**src/rtl/exp_bus_ctrl.sv**
```systemverilog
module exp_bus_ctrl #(
  parameter int NCS       = 8,
  parameter int AW        = 24,
  parameter int DW        = 16,
  parameter int CW        = 32,
  parameter int PW        = 4,
  parameter int MIN_WIN_LG = 9,
  localparam int CSW      = $clog2(NCS),
  localparam int MUX_BIT  = 5 * PW,
  localparam int STY_BIT  = 5 * PW + 1,
  localparam int SZ_LO    = 5 * PW + 2,
  localparam int EN_BIT   = CW - 1,
  localparam int CUR_W    = 5 * PW + 2
) (
  input  logic           clk,
  input  logic           rst_n,
  input  logic           cfg_we,
  input  logic [CSW-1:0] cfg_sel,
  input  logic [CW-1:0]  cfg_wdata,
  output logic [CW-1:0]  cfg_rdata,
  input  logic [AW-1:0]  strap_in,
  output logic [AW-1:0]  strap_q,
  input  logic           req_valid,
  input  logic           req_write,
  input  logic [CSW-1:0] req_cs,
  input  logic [AW-1:0]  req_addr,
  input  logic [DW-1:0]  req_wdata,
  output logic           busy,
  output logic           req_done,
  output logic           req_err,
  output logic [DW-1:0]  req_rdata,
  output logic [NCS-1:0] ext_cs_n,
  output logic [AW-1:0]  ext_addr,
  output logic           ext_ale,
  output logic           ext_rd_n,
  output logic           ext_wr_n,
  output logic           ext_rnw,
  output logic           ext_ds_n,
  output logic [DW-1:0]  ext_dout,
  output logic           ext_doe,
  input  logic [DW-1:0]  ext_din
);

  typedef enum logic [2:0] {
    PH_IDLE, PH_ADDR, PH_SETUP, PH_STRB, PH_HOLD, PH_RECV
  } phase_e;

  phase_e          ph_q;
  logic [PW-1:0]   cnt_q;
  logic [CW-1:0]   cfg_q [NCS];
  logic [CUR_W-1:0] cur_q;
  logic [AW-1:0]   addr_q;
  logic [DW-1:0]   wd_q;
  logic [CSW-1:0]  cs_q;
  logic            wr_q;
  logic            strap_seen;

  function automatic logic [PW-1:0] ph_len(input logic [CUR_W-1:0] c, input int idx);
    return c[idx*PW +: PW];
  endfunction

  logic [CW-1:0] sel_cfg;
  logic [AW:0]   win_lim;
  logic          hit;

  assign sel_cfg   = cfg_q[req_cs];
  assign win_lim   = (AW+1)'(1) << (MIN_WIN_LG + int'(sel_cfg[SZ_LO +: 4]));
  assign hit       = sel_cfg[EN_BIT] && ({1'b0, req_addr} < win_lim);
  assign cfg_rdata = cfg_q[cfg_sel];

  always_ff @(posedge clk or negedge rst_n) begin
    if (!rst_n) begin
      for (int i = 0; i < NCS; i++) cfg_q[i] <= '0;
    end else if (cfg_we) begin
      cfg_q[cfg_sel] <= cfg_wdata;
    end
  end

  always_ff @(posedge clk or negedge rst_n) begin
    if (!rst_n) begin
      strap_q    <= '0;
      strap_seen <= 1'b0;
    end else if (!strap_seen) begin
      strap_q    <= strap_in;
      strap_seen <= 1'b1;
    end
  end

  always_ff @(posedge clk or negedge rst_n) begin
    if (!rst_n) begin
      ph_q      <= PH_IDLE;
      cnt_q     <= '0;
      cur_q     <= '0;
      addr_q    <= '0;
      wd_q      <= '0;
      cs_q      <= '0;
      wr_q      <= 1'b0;
      req_done  <= 1'b0;
      req_err   <= 1'b0;
      req_rdata <= '0;
    end else begin
      req_done <= 1'b0;
      req_err  <= 1'b0;
      if (ph_q == PH_IDLE) begin
        if (req_valid) begin
          if (!hit) begin
            req_done <= 1'b1;
            req_err  <= 1'b1;
          end else begin
            cur_q  <= sel_cfg[CUR_W-1:0];
            addr_q <= req_addr;
            wd_q   <= req_wdata;
            cs_q   <= req_cs;
            wr_q   <= req_write;
            cnt_q  <= ph_len(sel_cfg[CUR_W-1:0], 0);
            ph_q   <= PH_ADDR;
          end
        end
      end else if (cnt_q != '0) begin
        cnt_q <= cnt_q - 1'b1;
      end else begin
        unique case (ph_q)
          PH_ADDR:  begin ph_q <= PH_SETUP; cnt_q <= ph_len(cur_q, 1); end
          PH_SETUP: begin ph_q <= PH_STRB;  cnt_q <= ph_len(cur_q, 2); end
          PH_STRB:  begin
            ph_q  <= PH_HOLD;
            cnt_q <= ph_len(cur_q, 3);
            if (!wr_q) req_rdata <= ext_din;
          end
          PH_HOLD:  begin ph_q <= PH_RECV;  cnt_q <= ph_len(cur_q, 4); end
          default:  begin ph_q <= PH_IDLE;  req_done <= 1'b1; end
        endcase
      end
    end
  end

  logic active, cs_on, strb, mux, sty, dwin;

  assign active = ph_q != PH_IDLE;
  assign cs_on  = active && ph_q != PH_RECV;
  assign strb   = ph_q == PH_STRB;
  assign mux    = cur_q[MUX_BIT];
  assign sty    = cur_q[STY_BIT];
  assign dwin   = ph_q == PH_SETUP || ph_q == PH_STRB || ph_q == PH_HOLD;
  assign busy   = active;

  assign ext_cs_n = cs_on ? ~(NCS'(1) << cs_q) : '1;
  assign ext_addr = active ? addr_q : '0;
  assign ext_ale  = ph_q == PH_ADDR && mux;
  assign ext_rd_n = !(strb && !sty && !wr_q);
  assign ext_wr_n = !(strb && !sty && wr_q);
  assign ext_ds_n = !(strb && sty);
  assign ext_rnw  = !(cs_on && sty && wr_q);
  assign ext_doe  = ext_ale || (dwin && wr_q);
  assign ext_dout = ext_ale ? addr_q[DW-1:0] : ((dwin && wr_q) ? wd_q : '0);

  AST_ONE_CS: assert property (@(posedge clk) disable iff (!rst_n)
    $onehot0(~ext_cs_n));
  AST_ERR_QUIET: assert property (@(posedge clk) disable iff (!rst_n)
    req_err |-> (&ext_cs_n && !ext_ale && !ext_doe));
  AST_DONE_PULSE: assert property (@(posedge clk) disable iff (!rst_n)
    req_done |=> !req_done);
  AST_STRB_EXCL: assert property (@(posedge clk) disable iff (!rst_n)
    !ext_ds_n |-> (ext_rd_n && ext_wr_n));
  AST_RW_EXCL: assert property (@(posedge clk) disable iff (!rst_n)
    !(!ext_rd_n && !ext_wr_n));
  AST_ALE_DRIVE: assert property (@(posedge clk) disable iff (!rst_n)
    ext_ale |-> (ext_doe && !(&ext_cs_n)));
  AST_STRAP_HOLD: assert property (@(posedge clk) disable iff (!rst_n)
    (strap_seen && $past(strap_seen)) |-> $stable(strap_q));
  AST_BUSY_ADDR: assert property (@(posedge clk) disable iff (!rst_n)
    (busy && $past(busy)) |-> ($stable(ext_addr) && $stable(ext_rnw || !ext_cs_n[cs_q])));

endmodule

```
**config.mk**
```make
export PLATFORM = sky130hd
export DESIGN_NAME = exp_bus_ctrl
export DESIGN_NICKNAME = d
export VERILOG_FILES = /design/src/rtl/exp_bus_ctrl.sv
export SDC_FILE = /design/constraint.sdc
export NUM_CORES = 1
export LEC_CHECK = 0
export CAP_MARGIN = 20
export CORE_ASPECT_RATIO = 1.5
export CORE_UTILIZATION = 45
export DETAILED_ROUTE_END_ITERATION = 12
export PLACE_DENSITY = 0.77
export SLEW_MARGIN = 5
export SYNTH_ARGS = -nofsm -noshare
export SYNTH_HDL_FRONTEND = slang
export SYNTH_SLANG_ARGS = --single-unit
```
**constraint.sdc**
```tcl
create_clock -name clk -period 4.1 [get_ports clk]
set_input_delay 0.82 -clock clk [delete_from_list [all_inputs] [get_ports clk]]
set_output_delay 0.82 -clock clk [all_outputs]
set_load 0.05 [all_outputs]
```
Word level (Yosys, flattened, before mapping)

Cells that the tools add are included.
Widths: inputs -> output; s select.

Output and inout port bits: 129
Register bits: 372
Word-level logic and storage cells: 100
Input port bits: 123

Reduce and logical (&&, ||, !) cells: 29
$add $sub $neg: 2
Shift operators: 2
Bitwise logic cells: 6
Multiplexer cells: 29
Eq/ne operators: 8
Magnitude comparators: 4

Operator list:

| operator             | count |
|---|---|
| $bwmux 256           | 1 |
| $bmux 32 s3          | 2 |
| $mux 32              | 5 |
| $demux 32 s3         | 1 |
| $mux 16              | 2 |
| $lt 24x25->1         | 1 |
| $shl 1x5->25 const A | 1 |
| $mux 24              | 1 |
| $mux 4               | 4 |
| $pmux 4 s4           | 1 |
| $mux 3               | 4 |
| $pmux 3 s4           | 1 |
| $logic_and 1x1->1    | 11 |
| $reduce_and 3->1     | 3 |
| $ge 4x4->1 const B   | 2 |
| $mux 8               | 1 |
| $not 3->4            | 2 |
| $not 8->8            | 1 |
| $shl 1x3->8 const A  | 1 |
| $eq 3x2->1 const B   | 2 |
| $logic_not 1->1      | 6 |
| $mux 1               | 6 |
| $ne 2x2->1 const B   | 3 |
| $reduce_bool 6->1    | 1 |
| 13 further kinds     | 17 |

Depth between registers and ports, before layout

Gate-level depths: netlist (run 1).

Depth in word-level cells: 11
Gate-level depth with buffers: 15
Gate-level depth less buffers: 12

Least setup slack after synthesis (run 1)

No wires, ideal clock.

Path type: input to register
From: input port req_cs[0]
To: register addr_q[22]
Library setup time: 125 ps
Slack: -77 ps
Arrival: 4052 ps
Buffers on the path: 4
Stages: 14
Required time: 3975 ps
Path through: buf_2 > buf_2 > buf_2 > mux2_2 > nor2b_1 > nand2_1 > ha_1 > a211oi_1 > o21ai_0 > a211oi_1 > a32oi_2 > a21oi_4 > buf_4 > mux2_4

Word-level cells in the longest chain between the ends: 9

RTL lines:

| element                                        | RTL line | source |
|---|---|---|
| from (decl)                                    | 25       | `input logic [CSW-1:0] req_cs,` |
| $not 3->4 (not written as such) (*)            | 66       | `assign sel_cfg = cfg_q[req_cs];` |
| $bmux 32 s3 (*)                                | 66       |  |
| $mux 32 (not written as such) (*) (2 in a row) | 66       |  |
| $add 4x4->5                                    | 67       | `assign win_lim = (AW+1)'(1) << (MIN_WIN_LG + int'(sel_cfg[SZ_LO +: 4]));` |
| $shl 1x5->25                                   | 67       |  |
| $lt 24x25->1                                   | 68       | `assign hit = sel_cfg[EN_BIT] && ({1'b0, req_addr} < win_lim);` |
| $logic_and 1x1->1 (*)                          | 68       |  |
| $reduce_and 3->1 (no line) (*)                 | -        |  |
| to (signal assigned)                           | 111      | `addr_q <= req_addr;` |
| to (decl)                                      | 52       | `logic [AW-1:0] addr_q;` |

Every way passes the cells marked *; elsewhere a longest branch is shown, timed or not. The select of a mux whose other input is x is not followed.
A chain may end at the register's enable or synchronous reset.

Worst setup path after layout (run 1)

From: register ph_q[0]
To: output port ext_addr[23]

Word-level cells in the longest chain between the ends: 2

RTL lines:

| element                | RTL line | source |
|---|---|---|
| from (decl)            | 48       | `phase_e ph_q;` |
| from (signal assigned) | 91       | `ph_q <= PH_IDLE;` |
| from (signal assigned) | 116      | `ph_q <= PH_ADDR;` |
| from (signal assigned) | 123      | `PH_ADDR: begin ph_q <= PH_SETUP; cnt_q <= ph_len(cur_q, 1); end` |
| $reduce_bool 3->1      | 139      | `assign active = ph_q != PH_IDLE;` |
| $mux 24                | 148      | `assign ext_addr = active ? addr_q : '0;` |
| to (decl)              | 33       | `output logic [AW-1:0] ext_addr,` |

No other way between the ends.

==> impl_results.md, run 1 <==
* Relative slew margins at 0.3504
* Max Slew Vio Count at 0
* Fin. Hold Viols at 0
* GRT Total Usage at 0.2218
* Layout area overhead at 23.88%
* Core area at between 40000 and 50000 um2
* DR vias/cell at around 5.7
* Post-route insts no fill at between 2000 and 2500
* Storage cell area at 9209 um2
* DRC Markers at 0
* Synth Warn # at 0
* Int Pwr at 8.887 mW
* Routability cong. at 0.8485
* Cells after synthesis at approximately 1300
* Worst skew pair latency at ~540 ps
* Final HPWL DP at 31160 um
* Fin nets at between 1500 and 2000
* NetSw at between 4 and 5 mW
* Synth Cell Area at 18660 um2
* Overflow left after global routing at 0
* Multi-input gate area at ~9100 um2
* Largest net degree at the start of global routing at between 100 and 150
* Length of the first detailed-routing pass in iterations at 6
* Pleak at roughly 9.6 nW
* Worst hold slack at between 300 and 400 ps
* Die extent in x at 168.3 um
* Worst min path class: input port to asynchronous set/reset pin
* Fin crit period at between 3000 and 4000 ps
* VDD IR-drop max at 270.7 uV
* CP Class: register to output pin
* Startpoint types: register
* Hold-fix buffers at CTS at 0
* Die height at approximately 250 um
* Initial antenna violation count at 1
* Status: finished, final reports clean
* Reg-to-Reg Start: cfg_q[23]
* Placed cells at slightly above 2000
* Cell variety after synth at between 40 and 50
* CTS sink count at 368
* Setup-failing EPs final at 0
* CP Data Required Time at around 3300 ps
* RSZ-0062 raised after global routing: true
* Syn_area_per_cell at about 15 um2
* Most common flop cell mapped by yosys: dfrtp_1
* #FFs+latches synth at approximately 370
* Slew @ Worst Pin at roughly 1000 ps
* Global-route wire length before repair at 72500 um
* Worst Path Max Fanout at 29
* # Post-CTS Setup Buffers at 0
* Vias at 11880
* Utilization after layout at 0.5640
* Site row count at 91
* Clock share of power at 0.235
* CTS H-Tree Depth at 2
* CTS Buf Count at 36
* Worst Path Arrival at roughly 3100 ps
* Vias in the first global route at 12700
* Most area-consuming cells after synthesis: dfrtp_1 49%, mux2_2 20%, mux4_2 14%, mux2_4 3.3%, ha_1 1.6%
* Setup Skew at around 23 ps
* Post-synth EDFFs at 0
* CTS tree: yes
* CTS resizes at 0
* DIE AREA at between 40000 and 50000 um2
* Crit path from: ph_q[0]
* Final Cycle Share at 0.9550
* Yosys top cell area share at 0.4935
* Seq/Total Area, Yosys at 0.4935
* Starting DRT DRC Count at roughly 770
* Antenna viol nets, final at 0
* # port buffers at 251
* Top cell type by total area after synthesis: dfrtp_1
* # IOs at roughly 250
* Sw Ratio at 0.3516
* Fill cells at between 3000 and 4000
* Share of cells above drive strength 1 at 0.4129
* Starting Density at 0.4553
* Critical path endpoint category: output pin
* Combinational Power Share at 0.376
* Drt total wl at 46020 um
* PD cells at slightly below 600 nW/um2
* Max-cap violations at 0
* Clock-pin slew on the worst setup and hold paths at around 60 ps
* Maximum clock insertion buffer count at 3
* Clock Tree Root: clkbuf_16
* DR WL/cell at about 22 um
* Fmax at approximately 260 MHz
* FFs w/ async S/R, synth at 1.000
* Register share of total power at 0.389
-- per-layer routing --
layer	GRT usage	vias up	share of wire
met4	0.06779	0	0.025
met3	0.03290	57	0.044
met5	0	-	0
met2	0.3969	307	0.53
li1	-	5294	-
met1	0.2753	6221	0.41
-- logic make-up after synthesis --
family,after synthesis,synth area share
multiplexers,524,0.3939
flip-flops,368,0.4935
buffers and inverters,93,0.02286
AND/OR/NAND/NOR,174,0.04432
AO/OA/AOI/OAI,89,0.02863
adder cells (fa/ha/maj),24,0.01609
XOR/XNOR,1,0.0004694
other,1,0.0002010
-- cell usage in the layout, fill, tap and decap left out, types with 3 or more instances in the layout --
cell type        Yosys  routed
a211oi_1             7       7
a21oi_1             47      46
and2_1              24      24
buf_12               0      12
buf_2               13       4
buf_4                2      71
clkbuf_1            52       6
clkbuf_16            0      36
clkbuf_8             0       6
clkdlybuf4s50_1      0     221
clkinv_2             0       3
conb_1               1       9
dfrtp_1            368     368
ha_1                24      24
inv_1                6       6
mux2_2             339     339
mux2_4              41      41
mux2i_1             26      26
mux4_2             118     118
nand2_1             71      71
nand2b_1             4       4
nand3_1             12      12
nand4_1              5       5
nand4b_1             3       3
nor2_1              32      32
nor2b_1             10      10
o211ai_1             4       4
o21ai_0             13      13
-- worst max-delay path: stages (launching register included) --
cell,delay (ps)
dfrtp_1,620
or2_2,220
nor2_1,50
inv_1,600
and2_1,250
clkdlybuf4s50_1,820
-- cell type report --
cell class                 count  area share
clock buffer                  48     0.04352
tap                          511     0.02766
multi-input combinational    821      0.3930
sequential                   368      0.3984
antenna                        2   0.0002165
inverter                       7    0.001137
timing repair buffer         311      0.1317
clock inverter                 7    0.004330
-- sequential cells by signal, indices dropped and copies added (netlist names) --
| register | flops |
|---|---|
| cur_q | 18 |
| req_done | 1 |
| req_err | 1 |
| strap_q | 24 |
| cnt_q | 4 |
| cfg_q | 256 |
| strap_seen | 1 |
| wr_q | 1 |
| req_rdata | 16 |
| wd_q | 16 |
| addr_q | 24 |
| cs_q | 3 |
| ph_q | 3 |
-- per-stage QoR --
| stage | TNS, ps | total power [mW] | setup WS (ps) | cell area [um2] |
|---|---|---|---|---|
| after floorplan | 0 | 8.830 | 13.59 | 18690 |
| after global placement | -13330 | 10.37 | -280.0 | 21990 |
| after detailed placement | -16820 | 10.55 | -322.8 | 21990 |
| after CTS | 0 | 13.82 | 77.26 | 23100 |
| after global routing | -8.122 | 14.34 | -7.357 | 23110 |
| final | 0 | 13.70 | 184.6 | 23120 |
-- Yosys cell counts, types with 3 or more instances --
cell type  instances
mux4_2           118
nor3_1             4
buf_6              7
mux2_4            41
ha_1              24
nor2b_1           10
clkbuf_1          52
nand4b_1           3
nand4_1            5
dfrtp_1          368
o21ai_0           13
nand2b_1           4
nand3_1           12
a21oi_1           47
nor3b_1            3
buf_1             11
mux2i_1           26
a211oi_1           7
buf_2             13
inv_1              6
and2_1            24
nor2_1            32
mux2_2           339
nand2_1           71
o211ai_1           4
-- path summary, 6_finish.rpt --
path	slack [ps]	end	depth (start not counted)
worst max-delay path	180	ext_addr[23]	5
worst min-delay path	390	cfg_q[126]	1
worst max register to register	400	wd_q[8]	12
worst min register to register	500	cfg_q[61]	1
max in group asynchronous	2770	cfg_q[207]	2
min in group clk	500	cfg_q[61]	1
-- power groups by stage --
| stage | logic, mW | clock network, mW | registers [mW] |
|---|---|---|---|
| floorplan | 3.35 | 0 | 5.48 |
| global placement | 5.06 | 0 | 5.31 |
| detailed placement | 5.17 | 0 | 5.38 |
| CTS | 5.19 | 3.30 | 5.33 |
| global route | 5.46 | 3.42 | 5.47 |
| finish | 5.15 | 3.22 | 5.33 |
(Power assumes the default switching activity.)
==> run 2, diff against run 1 <==
--- a/config.mk
+++ b/config.mk
@@ -7,9 +7,9 @@
 export LEC_CHECK = 0
 export CAP_MARGIN = 20
 export CORE_ASPECT_RATIO = 1.5
-export CORE_UTILIZATION = 45
+export CORE_UTILIZATION = 35
 export DETAILED_ROUTE_END_ITERATION = 12
-export PLACE_DENSITY = 0.77
+export PLACE_DENSITY = 0.65
 export SLEW_MARGIN = 5
 export SYNTH_ARGS = -nofsm -noshare
 export SYNTH_HDL_FRONTEND = slang
==> run 2 against run 1 <==
Against the previous run: total power increased by 1.6%; global-route usage decreased by 3.9 points; worst setup slack improved by 13 ps; sequential power hardly changed; via count increased by 0.24%; sequential share of layout area decreased by 0.60 points; critical path depth grew 10; largest cell class unchanged; highest routed layer is now met5.
==> impl_results.md, run 2 (synthesized netlist as in run 1, its figures left out) <==
* Maximum clock insertion buffer count at 3 (unchanged)
* Placed Area at 22210 um2 (was 21990 um2)
* Starting DRT DRC Count at 522 (was 767)
* Core area at 52710 um2 (was 40990 um2)
* Relative slew margins at 0.3200 (was 0.3504)
* R2R setup slack at 370 ps (was 400 ps)
* CTS H-Tree Depth at 2 (unchanged)
* Final Cycle Share at 0.9518 (was 0.9550)
* Critical path endpoint category: register (was output pin)
* Fmax at 256.3 MHz (was 255.4 MHz)
* Utilization after layout at 0.4453 (was 0.5640)
* Die height at 284.8 um (was 251.4 um)
* Worst Path Arrival at 4320 ps (was 3100 ps)
* Worst Path Max Fanout at 36 (was 29)
* DR WL/cell at 21.57 um (was 22.18 um)
* DRC Markers at 0 (unchanged)
* CTS tree: yes (unchanged)
* Die extent in x at 190.5 um (was 168.3 um)
* Overflow left after global routing at 0 (unchanged)
* DIE AREA at 54260 um2 (was 42300 um2)
* Finished Cell Area at 23470 um2 (was 23120 um2)
* Max Slew Vio Count at 0 (unchanged)
* Number of flip-flops under the largest register name at 256 (unchanged)
* Setup-failing EPs final at 0 (unchanged)
* # IOs at 252 (unchanged)
* Worst min path class: input port to asynchronous set/reset pin (unchanged)
* CTS sink count at 368 (unchanged)
* Startpoint types: input port (was register)
* Post-route insts no fill at 2261 (was 2075)
* Fin nets at 1697 (was 1692)
* Sw Ratio at 0.3511 (was 0.3516)
* RSZ-0062 raised after global routing: false (was true)
* Drt total wl at 48770 um (was 46020 um)
* Setup Skew at 17.35 ps (was 22.72 ps)
* Clock-pin slew on the worst setup and hold paths at 60 ps (about the same)
* Reg with most FFs: cfg_q (unchanged)
* Largest net degree at the start of global routing at 97 (was 115)
* Placed cells at 2191 (was 2018)
* Pleak at 9.702 nW (was 9.615 nW)
* Int Pwr at 9.036 mW (was 8.887 mW)
* Combinational Power Share at 0.373 (was 0.376)
* Fin. Hold Viols at 0 (unchanged)
* # port buffers at 251 (unchanged)
* Max-cap violations at 0 (unchanged)
* Clock Tree Root: clkbuf_16 (unchanged)
* Global-route wire length before repair at 76260 um (was 72500 um)
* Length of the first detailed-routing pass in iterations at 4 (was 6)
* Routability cong. at 0.8186 (was 0.8485)
* CTS Buf Count at 38 (was 36)
* Antenna viol nets, final at 0 (unchanged)
* VDD IR-drop max at 489.0 uV (was 270.7 uV)
* Status: finished, final reports clean (unchanged)
* CP Data Required Time at 4510 ps (was 3280 ps)
* Clock share of power at 0.247 (was 0.235)
* NetSw at 4.889 mW (was 4.818 mW)
* Fin crit period at 3902 ps (was 3915 ps)
* Site row count at 103 (was 91)
* CP Class: input port to register (was register to output pin)
* PD cells at 593.3 nW/um2 (was 592.9 nW/um2)
* Share of cells above drive strength 1 at 0.4287 (was 0.4129)
* GRT Total Usage at 0.1830 (was 0.2218)
* Register share of total power at 0.381 (was 0.389)
* Vias at 11910 (was 11880)
* Starting Density at 0.3540 (was 0.4553)
* Largest regs: cfg_q (256), addr_q (24), strap_q (24) (unchanged)
* Layout area overhead at 25.77% (was 23.88%)
* Final HPWL DP at 33530 um (was 31160 um)
* Initial antenna violation count at 6 (was 1)
* Hold-fix buffers at CTS at 0 (unchanged)
* DR vias/cell at 5.267 (was 5.725)
* Slew @ Worst Pin at 1020 ps (was 974.5 ps)
* Highest-count cells in the layout ignoring fill and taps: 368 x dfrtp_1, 339 x mux2_2, 208 x clkdlybuf4s50_1 (was 368 x dfrtp_1, 339 x mux2_2, 221 x clkdlybuf4s50_1)
* Worst skew pair latency at 540 ps (about the same)
* Vias in the first global route at 12990 (was 12700)
* Commonest non-fill, non-tap cell in the layout: dfrtp_1 (unchanged)
run 2: cell types whose count changed in the layout (fill, tap and decap cells not counted), sizes merged:
cell           delta
clkbuf            +7
clkinv            +5
clkinvlp          +1
buf              +18
bufinv            -1
clkdlybuf4s50    -13
dlymetal6s2s      -2
run 2: final timing paths:
check	startpoint	to	depth (start not counted)
worst max-delay path	req_cs[1]	cs_q[2]	15
worst min-delay path	rst_n	cfg_q[162]	1
worst max register to register	cfg_q[87]	cs_q[2]	13
worst min register to register	strap_q[19]	strap_q[19]	1
max in group asynchronous	rst_n	wd_q[9]	2
min in group clk	strap_q[19]	strap_q[19]	1
run 2: critical path, stage by stage:
cell and delay [ps]:
buf_2 100, buf_12 150, mux4_2 510, mux2_2 310, nor2b_1 230, nand2_1 120, ha_1 330, a211oi_1 220
o21ai_0 110, a211oi_1 300, a32oi_2 210, a21oi_4 200, buf_12 140, buf_12 180, mux2_2 360
run 2: through the flow:
step	TNS, ps	setup slack [ps]	power (mW)	hold slack, ps
2_1_floorplan	0	13.59	8.830	473.4
4_1_cts	0	133.2	14.09	341.5
6_report	0	197.7	13.93	316.2
3_3_place_gp	-18510	-379.6	10.42	482.0
3_5_place_dp	-21290	-419.5	10.58	490.8
5_1_grt	0	8.394	14.63	358.0
run 2: routing by layer:
| metal | GRT usage | vias up | routed length (um) |
|---|---|---|---|
| li1 | - | 5312 | - |
| met1 | 0.2332 | 6218 | 20350 |
| met2 | 0.3125 | 299 | 24660 |
| met3 | 0.03151 | 71 | 2465 |
| met4 | 0.06120 | 8 | 1241 |
| met5 | 0 | - | 49 |
run 2: timing repair:
item,CTS,global route
setup buffers,0,1
resized for setup,0,3
endpoints found under the setup margin,0,50
run 2: cell type report:
cell class              count  area, um2
multi-input cells         821       9086
well taps                 682      853.3
diodes                      2      5.005
clock inverters            12      91.34
repair buffers            314       3063
flip-flops and latches    368       9209
fillers                  4673      29240
inverters                   7      26.28
clock buffers              55       1136
run 2: power by group through the flow:
stage | registers, mW | logic, mW | clock network [mW]
after floorplan | 5.48 | 3.35 | 0
after global placement | 5.29 | 5.13 | 0
after detailed placement | 5.37 | 5.22 | 0
after CTS | 5.30 | 5.24 | 3.55
after global routing | 5.45 | 5.53 | 3.66
final | 5.30 | 5.19 | 3.44
